### src/rtl/tap_pkg.sv
package tap_pkg;
    localparam int IR_W = 3;

    typedef enum logic [3:0] {
        ST_RESET, ST_IDLE,
        ST_SEL_DR, ST_CAP_DR, ST_SHF_DR, ST_EX1_DR, ST_PAU_DR, ST_EX2_DR, ST_UPD_DR,
        ST_SEL_IR, ST_CAP_IR, ST_SHF_IR, ST_EX1_IR, ST_PAU_IR, ST_EX2_IR, ST_UPD_IR
    } tap_state_e;

    typedef enum logic [1:0] {SEL_BYP, SEL_ID, SEL_BSR} dr_sel_e;

    localparam logic [IR_W-1:0] OP_EXT  = 3'b000;
    localparam logic [IR_W-1:0] OP_ID   = 3'b001;
    localparam logic [IR_W-1:0] OP_HIZ  = 3'b010;
    localparam logic [IR_W-1:0] OP_SAMP = 3'b100;
endpackage

### src/rtl/tap_fsm.sv
module tap_fsm
    import tap_pkg::*;
(
    input  logic       tck,
    input  logic       rst_n,
    input  logic       tms,
    output tap_state_e state,
    output logic       in_reset,
    output logic       cap_dr,
    output logic       shf_dr,
    output logic       upd_dr,
    output logic       cap_ir,
    output logic       shf_ir,
    output logic       upd_ir
);
    tap_state_e state_q, state_d;

    always_comb begin
        state_d = state_q;
        unique case (state_q)
            ST_RESET:  state_d = tms ? ST_RESET  : ST_IDLE;
            ST_IDLE:   state_d = tms ? ST_SEL_DR : ST_IDLE;
            ST_SEL_DR: state_d = tms ? ST_SEL_IR : ST_CAP_DR;
            ST_CAP_DR: state_d = tms ? ST_EX1_DR : ST_SHF_DR;
            ST_SHF_DR: state_d = tms ? ST_EX1_DR : ST_SHF_DR;
            ST_EX1_DR: state_d = tms ? ST_UPD_DR : ST_PAU_DR;
            ST_PAU_DR: state_d = tms ? ST_EX2_DR : ST_PAU_DR;
            ST_EX2_DR: state_d = tms ? ST_UPD_DR : ST_SHF_DR;
            ST_UPD_DR: state_d = tms ? ST_SEL_DR : ST_IDLE;
            ST_SEL_IR: state_d = tms ? ST_RESET  : ST_CAP_IR;
            ST_CAP_IR: state_d = tms ? ST_EX1_IR : ST_SHF_IR;
            ST_SHF_IR: state_d = tms ? ST_EX1_IR : ST_SHF_IR;
            ST_EX1_IR: state_d = tms ? ST_UPD_IR : ST_PAU_IR;
            ST_PAU_IR: state_d = tms ? ST_EX2_IR : ST_PAU_IR;
            ST_EX2_IR: state_d = tms ? ST_UPD_IR : ST_SHF_IR;
            ST_UPD_IR: state_d = tms ? ST_SEL_DR : ST_IDLE;
            default:   state_d = ST_RESET;
        endcase
    end

    always_ff @(posedge tck or negedge rst_n) begin
        if (!rst_n) state_q <= ST_RESET;
        else        state_q <= state_d;
    end

    always_comb begin
        state    = state_q;
        in_reset = (state_q == ST_RESET);
        cap_dr   = (state_q == ST_CAP_DR);
        shf_dr   = (state_q == ST_SHF_DR);
        upd_dr   = (state_q == ST_UPD_DR);
        cap_ir   = (state_q == ST_CAP_IR);
        shf_ir   = (state_q == ST_SHF_IR);
        upd_ir   = (state_q == ST_UPD_IR);
    end
endmodule

### src/rtl/tap_ir.sv
module tap_ir
    import tap_pkg::*;
(
    input  logic            tck,
    input  logic            rst_n,
    input  logic            tdi,
    input  logic            in_reset,
    input  logic            cap,
    input  logic            shf,
    input  logic            upd,
    output logic [IR_W-1:0] ir_q,
    output logic [IR_W-1:0] ir_sh
);
    localparam logic [IR_W-1:0] CAP_PATTERN = {{(IR_W-2){1'b0}}, 2'b01};

    always_ff @(posedge tck or negedge rst_n) begin
        if (!rst_n) begin
            ir_sh <= CAP_PATTERN;
            ir_q  <= OP_ID;
        end else begin
            if (cap)      ir_sh <= CAP_PATTERN;
            else if (shf) ir_sh <= {tdi, ir_sh[IR_W-1:1]};
            if (in_reset) ir_q  <= OP_ID;
            else if (upd) ir_q  <= ir_sh;
        end
    end
endmodule

### src/rtl/tap_dr.sv
module tap_dr
    import tap_pkg::*;
#(
    parameter int          BSR_LEN = 12,
    parameter logic [31:0] ID_WORD = 32'h0ACE5F72
) (
    input  logic               tck,
    input  logic               rst_n,
    input  logic               tdi,
    input  dr_sel_e            sel,
    input  logic               cap,
    input  logic               shf,
    input  logic               upd,
    input  logic [BSR_LEN-1:0] pad_capture,
    output logic               dr_lsb,
    output logic [BSR_LEN-1:0] pad_update
);
    localparam int          ID_W     = 32;
    localparam logic [ID_W-1:0] ID_FIXED = {ID_WORD[ID_W-1:1], 1'b1};

    logic               byp_q;
    logic [ID_W-1:0]    id_q;
    logic [BSR_LEN-1:0] bsr_q;

    always_ff @(posedge tck or negedge rst_n) begin
        if (!rst_n) begin
            byp_q      <= 1'b0;
            id_q       <= ID_FIXED;
            bsr_q      <= '0;
            pad_update <= '0;
        end else begin
            unique case (sel)
                SEL_BYP: begin
                    if (cap)      byp_q <= 1'b0;
                    else if (shf) byp_q <= tdi;
                end
                SEL_ID: begin
                    if (cap)      id_q <= ID_FIXED;
                    else if (shf) id_q <= {tdi, id_q[ID_W-1:1]};
                end
                SEL_BSR: begin
                    if (cap)      bsr_q <= pad_capture;
                    else if (shf) bsr_q <= {tdi, bsr_q[BSR_LEN-1:1]};
                    if (upd)      pad_update <= bsr_q;
                end
                default: ;
            endcase
        end
    end

    always_comb begin
        unique case (sel)
            SEL_ID:  dr_lsb = id_q[0];
            SEL_BSR: dr_lsb = bsr_q[0];
            default: dr_lsb = byp_q;
        endcase
    end
endmodule

### src/rtl/tap_port.sv
module tap_port
    import tap_pkg::*;
#(
    parameter int          BSR_LEN = 12,
    parameter logic [31:0] ID_WORD = 32'h0ACE5F72
) (
    input  logic               tck,
    input  logic               pwr_rst_n,
    input  logic               tms,
    input  logic               tdi,
    output logic               tdo,
    output logic               tdo_oe,
    output logic               force_hiz,
    output logic               pad_drive,
    input  logic [BSR_LEN-1:0] pad_capture,
    output logic [BSR_LEN-1:0] pad_update
);
    tap_state_e      state;
    logic            in_reset, cap_dr, shf_dr, upd_dr, cap_ir, shf_ir, upd_ir;
    logic [IR_W-1:0] ir_q, ir_sh;
    dr_sel_e         sel;
    logic            dr_lsb;

    tap_fsm u_fsm (
        .tck(tck), .rst_n(pwr_rst_n), .tms(tms), .state(state),
        .in_reset(in_reset), .cap_dr(cap_dr), .shf_dr(shf_dr), .upd_dr(upd_dr),
        .cap_ir(cap_ir), .shf_ir(shf_ir), .upd_ir(upd_ir)
    );

    tap_ir u_ir (
        .tck(tck), .rst_n(pwr_rst_n), .tdi(tdi), .in_reset(in_reset),
        .cap(cap_ir), .shf(shf_ir), .upd(upd_ir), .ir_q(ir_q), .ir_sh(ir_sh)
    );

    always_comb begin
        force_hiz = 1'b0;
        pad_drive = 1'b0;
        unique case (ir_q)
            OP_EXT:  begin sel = SEL_BSR; pad_drive = 1'b1; end
            OP_ID:   sel = SEL_ID;
            OP_HIZ:  begin sel = SEL_BSR; force_hiz = 1'b1; end
            OP_SAMP: sel = SEL_BSR;
            default: sel = SEL_BYP;
        endcase
    end

    tap_dr #(.BSR_LEN(BSR_LEN), .ID_WORD(ID_WORD)) u_dr (
        .tck(tck), .rst_n(pwr_rst_n), .tdi(tdi), .sel(sel),
        .cap(cap_dr), .shf(shf_dr), .upd(upd_dr),
        .pad_capture(pad_capture), .dr_lsb(dr_lsb), .pad_update(pad_update)
    );

    always_ff @(negedge tck or negedge pwr_rst_n) begin
        if (!pwr_rst_n) begin
            tdo    <= 1'b0;
            tdo_oe <= 1'b0;
        end else begin
            tdo    <= shf_ir ? ir_sh[0] : dr_lsb;
            tdo_oe <= shf_ir | shf_dr;
        end
    end
endmodule

### config.mk
export PLATFORM = sky130hd
export DESIGN_NAME = tap_port
export DESIGN_NICKNAME = d
export VERILOG_FILES = /design/src/rtl/tap_pkg.sv /design/src/rtl/tap_fsm.sv /design/src/rtl/tap_ir.sv /design/src/rtl/tap_dr.sv /design/src/rtl/tap_port.sv
export SDC_FILE = /design/constraint.sdc
export NUM_CORES = 1
export LEC_CHECK = 0
export ABC_CLOCK_PERIOD_IN_PS = 3600
export BUFFER_PORTS_ARGS = -buffer_cell sky130_fd_sc_hd__buf_2
export CORE_ASPECT_RATIO = 2
export CORE_MARGIN = 2
export CORE_UTILIZATION = 58
export CTS_CLUSTER_DIAMETER = 80
export DETAILED_ROUTE_END_ITERATION = 8
export GPL_TIMING_DRIVEN = 0
export PLACE_DENSITY_LB_ADDON = 0.3
export REMOVE_ABC_BUFFERS = 1
export SYNTH_ARGS = -nofsm -noshare
export SYNTH_HDL_FRONTEND = slang
export SYNTH_SLANG_ARGS = --single-unit
### constraint.sdc
create_clock -name tck -period 3.6 [get_ports tck]
set_input_delay 0.36 -clock tck [delete_from_list [all_inputs] [get_ports tck]]
set_output_delay 0.36 -clock tck [all_outputs]
set_load 0.03 [all_outputs]
==> results of run 1 <==
[worst max-delay path by stage]
stage / endpoint / slack, ns / cells after the start
final: tdo / 0.02 / 5
after global routing: tdo / -0.03 / 7
after CTS: tdo / 0.0008 / 5
after detailed placement: tdo / -0.23 / 5
after global placement: u_dr.bsr_q[3] / -1.64 / 3
after floorplan: u_dr.bsr_q[0] / -0.17 / 3
[cells by family after synthesis]
group	after synthesis
muxes	71
and+or+nand+nor	70
DFF	69
buffers and inverters	39
AOI/OAI and AO/OA	26
adders and majority gates	3
xor gates and xnor gates	1
[worst max-delay path, cell delays in order, from the launching register on]
cell	delay (ns)
dfstp_2	0.53
or3b_4	0.40
ha_4	0.18
a22oi_2	0.15
o21ai_1	0.09
mux2_4	0.26
[cell usage in the layout (no fill, tap or decap), drive strengths merged, types with 2 or more instances in the layout]
cell type  instances
mux2              54
dfrtp             47
buf               35
nand2             26
inv               20
dfstp             20
nor2              18
mux2i             17
clkbuf            12
o21ai              6
a21oi              6
o22ai              4
nand3              4
nand2b             3
or3b               3
a21boi             3
ha                 3
a211oi             2
and3               2
nor3               2
nor2b              2
nand3b             2
bufinv             2
dfrtn              2
[what timing repair did]
item / 4_1_cts / 5_1_grt
endpoints found under the setup margin: 1 / 16
cloned: 0 / 1
resized for setup: 6 / 3
setup buffers: 2 / 1
pin swaps: 1 / 1
endpoints found under the hold margin: 0 / 0
[metal layers]
layer	track usage [%]	up-vias	routed length (microns)
li1	-	1006	-
met1	23.1	1081	2450
met2	33.2	41	3060
met3	5.04	12	151
met4	10.7	0	154
met5	0	-	0
[power by group through the flow]
stage,clock [W],sequential [W],combinational [W]
after floorplan,0,0.00125,0.000825
after global placement,0,0.00128,0.00101
after detailed placement,0,0.00130,0.00105
after CTS,0.000703,0.00128,0.00113
after global routing,0.000728,0.00132,0.00130
final,0.000679,0.00128,0.00117
[synth_stat cells (4+ instances only)]
library cell	number	area, sq um
mux2_1	5	56.3
inv_1	20	75.1
buf_2	5	25.0
nor2_1	18	67.6
dfstp_2	20	526
dfrtp_1	47	1180
o21ai_0	6	30.0
mux2_2	49	552
nand2_1	26	97.6
clkbuf_1	7	26.3
mux2i_1	17	170
nand3_1	4	20.0
a21oi_1	6	30.0
buf_4	4	30.0
o22ai_1	4	25.0
[cell type report]
cell class	count	area, sq um
flip-flops and latches	69	1750
fillers	413	1740
clock inverters	4	72.6
multi-input cells	172	1420
repair buffers	35	191
inverters	20	75.1
clock buffers	12	145
well taps	60	75.1
[sequential cells by signal, summed over array words and instances, names as in the netlist]
signal / count
u_fsm.state: 4
u_ir.ir_sh: 3
tdo: 1
tdo_oe: 1
u_ir.ir_q: 3
u_dr.byp_q: 1
u_dr.bsr_q: 12
u_dr.id_q: 32
u_dr.pad_update: 12
[stage by stage]
| step | TNS [ns] | cells | utilization, % |
|---|---|---|---|
| finish | 0 | 372 | 68.2 |
| global route | -0.0261 | 372 | 68.2 |
| CTS | 0 | 370 | 67.6 |
| detailed placement | -0.233 | 352 | 62.9 |
| global placement | -37.73 | 351 | 62.4 |
| floorplan | -2.16 | 260 | - |
==> qor.yml, run 1 <==
status: "completed"
synthArstFlopShare_pct: 100
nNetsFinal: 326
swShare_pct: 33.8
crit_arrival_ns: 1.94
peakVddDrop_mv: 0.603
synthToLayoutAreaGrowth_pct: 13.4
cts_buffer_depth: 2
dieArea_sq_um: 6330
ioPinCount: 32
grtUsageTotal_pct: 20.0
cts_tree: "done"
drc_errors: 0
path_class: "reg2reg"
syn_inst: 279
synth-simple-area-share_pct: 10.7
final_area_sq_um: 3730
yosys.cell_types.count: 43
fp.dieH_microns: 111
synth_compound_area_share_pct: 5.48
vias_per_cell: 5.75
dieWidth_microns: 57.3
p_int_w: 0.00208
hold_buffers: 0
final_layout_size_suffix_gt1_share_pct: 41.7
coreArea_sq_um: 5470
worstPathMaxFanout: 2
power_frac_clock_pct: 21.7
synthAdderAreaFrac_pct: 1.14
powerDensity_nw_per_um2: 840
power.total_w: 0.00313
hold_class: "in2async"
synth_seq_cells: 69
worstSetupStartpointType: "register"
setup.worst_path.end_class: "register"
drt_iter0_drc: 48
startpoint: "u_ir.ir_q[0]"
grt_pass1_wl_microns: 9760
p_leak_nw: 1.81
tightestPinTransition_ns: 1.04
grt_pass1_vias: 2199
gp_congestion: 0.725
required_ns: 1.97
vias: 2140
r2r_end: "tdo"
clkSlewWorstSetupHoldPaths_ns: 0.07
netlist_area_sq_um: 3290
routed_wirelength_microns: 5810
antenna_found_initial: 0
reg2reg_depth: 5
r2r-start: "u_ir.ir_q[0]"
drt-pass1-iter-count: 4
htree_levels: 3
numCtsBuffers: 9
synth_xor_area_share_pct: 0.266
max_cap_violations: 0
ys.flop_type: "dfrtp_1"
numClockSinks: 69
setup_violations: 0
routedWlPerCell_microns: 15.6
drv_slew: 0
avgSynthCellArea_sq_um: 11.8
place_area_sq_um: 3440
insertion_delay_ns: 0.33
root_buffer: "clkbuf_8"
layout_setup_ws_ns: 0.0236
grt_max_degree: 70
yosys_warnings: 0
hold_violations: 0
r2r_slack_ns: 0.02
synth-edff-count: 0
portBuffers: 31
place_hpwl_microns: 3530
synth.yosys.seq_area_share_pct: 53.3
p_switching_w: 0.00106
ant_nets: 0
hold_slack_ns: 0.111
p_seq_share_pct: 40.9
num_rows: 38
initial_utilization_pct: 60.2
diodes: 0
combPwrFrac_pct: 37.4
muxShareOfSynthArea_pct: 23.7
finClkSkew_ns: 0.0134
synth_top_family_by_area: "multiplexers"
pre_cts_ws_ns: -0.233
grt_setup_unrepaired: "yes"
slew_headroom_pct: 30.2
overflow: 0
No activity file was read; power rests on OpenSTA's default activity.
==> run 2: changes to the inputs <==
--- a/config.mk
+++ b/config.mk
@@ -7,9 +7,11 @@
 export LEC_CHECK = 0
 export ABC_CLOCK_PERIOD_IN_PS = 3600
 export BUFFER_PORTS_ARGS = -buffer_cell sky130_fd_sc_hd__buf_2
+export CELL_PAD_IN_SITES_DETAIL_PLACEMENT = 0
+export CELL_PAD_IN_SITES_GLOBAL_PLACEMENT = 1
 export CORE_ASPECT_RATIO = 2
 export CORE_MARGIN = 2
-export CORE_UTILIZATION = 58
+export CORE_UTILIZATION = 51
 export CTS_CLUSTER_DIAMETER = 80
 export DETAILED_ROUTE_END_ITERATION = 8
 export GPL_TIMING_DRIVEN = 0
==> run 2 against run 1 <==
  * Critical path depth did not move
  * Sequential share of layout area fell by 1.4 points
  * Wire length rose by 0.31%
  * Critical path type unchanged
  * Clock power rose by 26%
  * First-iteration DRC count rose by 19%
  * Non-clock buffer count did not move
  * Via count fell by 2.7%
  * Worst hold slack improved by 0.028 ns
  * Flip-flop and latch count did not move
  * Utilization fell by 6.9 points
  * Largest power group unchanged
  * Largest cell class unchanged
==> qor.yml, run 2 (synthesized netlist as in run 1, its figures left out) <==
status: "completed"
required_ns: 1.98  # about the same
cpPeakStageDelay_ns: 0.52  # about the same
dieArea_sq_um: 7150  # +13%
clkSlewWorstSetupHoldPaths_ns: 0.05  # -0.02 ns
hold_buffers: 0  # unchanged
max_cap_violations: 0  # unchanged
overflow: 0  # unchanged
synthToLayoutAreaGrowth_pct: 16.6
coreArea_sq_um: 6260  # +14%
num_rows: 41  # +7.9%
setup_violations: 0  # unchanged
p_leak_nw: 1.84  # +1.9%
cp.depth: 5  # unchanged
grt_pass1_wl_microns: 9870  # +1.1%
initial_utilization_pct: 52.6  # -7.6 points
powerDensity_nw_per_um2: 862  # +2.6%
hold_class: "in2async"
instances_no_fill: 398  # +7.0%
drv_slew: 0  # unchanged
antenna_found_initial: 0  # unchanged
grt_setup_unrepaired: "yes"
drt-pass1-iter-count: 6  # +2
startpoint: "u_ir.ir_q[0]"
path_class: "reg2reg"
routed_wirelength_microns: 5830  # +0.31%
final_common_cell: "mux2_2"
finClkSkew_ns: 0.00989  # -0.00347 ns
portBuffers: 31  # unchanged
critical_path_buf_inv_count: 0  # unchanged
drt_iter0_drc: 57  # +19%
final_area_sq_um: 3840  # +2.9%
regMostFlops: "u_dr.id_q"
power.total_w: 0.00331  # +5.5%
cts_tree: "done"
htree_levels: 3  # unchanged
numClockSinks: 69  # unchanged
final_cell_mix: "48 x mux2_2, 47 x dfrtp_1, 30 x buf_2"
grtUsageTotal_pct: 18.4  # -1.6 points
vias: 2082  # -2.7%
ant_nets: 0  # unchanged
nNetsFinal: 326  # unchanged
cts_buffer_depth: 2  # unchanged
setup.worst_path.end: "tdo"
crit_arrival_ns: 1.92  # -0.02 ns
crit_chain: "or3b_4, ha_4, a22oi_2, o21ai_2, mux2_4"
peakVddDrop_mv: 0.643  # +6.7%
insertion_delay_ns: 0.34  # about the same
reg_top3: "u_dr.id_q x32, u_dr.bsr_q x12, u_dr.pad_update x12"
fp.dieH_microns: 118  # +6.4%
dieWidth_microns: 60.8  # +6.2%
worstPathMaxFanout: 3  # +1
root_buffer: "clkbuf_16"
hold_violations: 0  # unchanged
r2r_end: "tdo"
grt_max_degree: 70  # unchanged
diodes: 0  # unchanged
final_layout_size_suffix_gt1_share_pct: 41.7  # unchanged
gp_congestion: 0.773  # +6.7%
tightestPinTransition_ns: 1.22  # +0.183 ns
place_inst: 379  # +7.7%
setup.worst_path.end_class: "register"
crit_family: "flip-flops"
r2r-start: "u_ir.ir_q[0]"
vias_per_cell: 5.23  # -9.1%
ioPinCount: 32  # unchanged
place_hpwl_microns: 3760  # +6.3%
routedWlPerCell_microns: 14.6  # -6.2%
r2r_slack_ns: 0.06  # +0.04 ns
slew_headroom_pct: 17.9  # -12 points
drc_errors: 0  # unchanged
reg2reg_depth: 5  # unchanged
place_area_sq_um: 3480  # +1.3%
numCtsBuffers: 9  # unchanged
largest_register_ffs: 32  # unchanged
worstSetupStartpointType: "register"
grt_pass1_vias: 2110  # -4.0%
cp_slowest_cell: "dfstp_2"
run 2: through the flow:
step	worst slack (ns)	hold slack, ns	util, %	setup TNS [ns]
6_report	0.0603	0.139	61.3	0
4_1_cts	0.00688	0.176	60.9	0
2_1_floorplan	-0.173	0.0644	-	-2.16
5_1_grt	0.00637	0.223	61.3	0
3_3_place_gp	-1.78	0.469	55.0	-41.65
3_5_place_dp	-0.235	0.471	55.7	-0.235
run 2: where the power goes:
group / switching, W / internal, W / total, W
registers: 0.000219 / 0.00106 / 0.00128
clock network: 0.000306 / 0.000552 / 0.000858
logic: 0.000558 / 0.000609 / 0.00117
total: 0.00108 / 0.00222 / 0.00331
run 2: routing by layer:
metal / vias up / GRT usage (%) / routed length, microns / share of wire [%]
li1: 1005 / - / - / -
met1: 1045 / 22.2 / 2340 / 40
met2: 22 / 29.4 / 3220 / 55
met3: 10 / 4.95 / 137 / 2.4
met4: 0 / 8.83 / 127 / 2.2
met5: - / 0 / 0 / 0
run 2: how the worst min path moves through the flow:
stage | startpoint | to | slack, ns | depth (start not counted)
floorplan | pwr_rst_n | u_dr.bsr_q[0] | 0.06 | 0
detailed placement | u_dr.id_q[25] | u_dr.id_q[25] | 0.47 | 2
global placement | u_dr.id_q[9] | u_dr.id_q[9] | 0.47 | 2
finish | pwr_rst_n | u_dr.id_q[24] | 0.14 | 1
CTS | pwr_rst_n | u_dr.id_q[26] | 0.18 | 1
global route | pwr_rst_n | u_dr.id_q[26] | 0.22 | 1
run 2: repair_timing:
action / 4_1_cts / 5_1_grt
pin swaps: 0 / 1
resized for setup: 3 / 5
setup endpoints to repair: 1 / 3
setup buffers: 2 / 0
cloned: 0 / 1
run 2: layout make-up:
type,count,area (sq um)
Clock inverter,4,47.5
Inverter,20,75.1
Clock buffer,12,246
Multi-Input combinational cell,172,1410
Sequential cell,69,1750
Timing Repair Buffer,35,195
Tap cell,86,108
Fill cell,547,2420
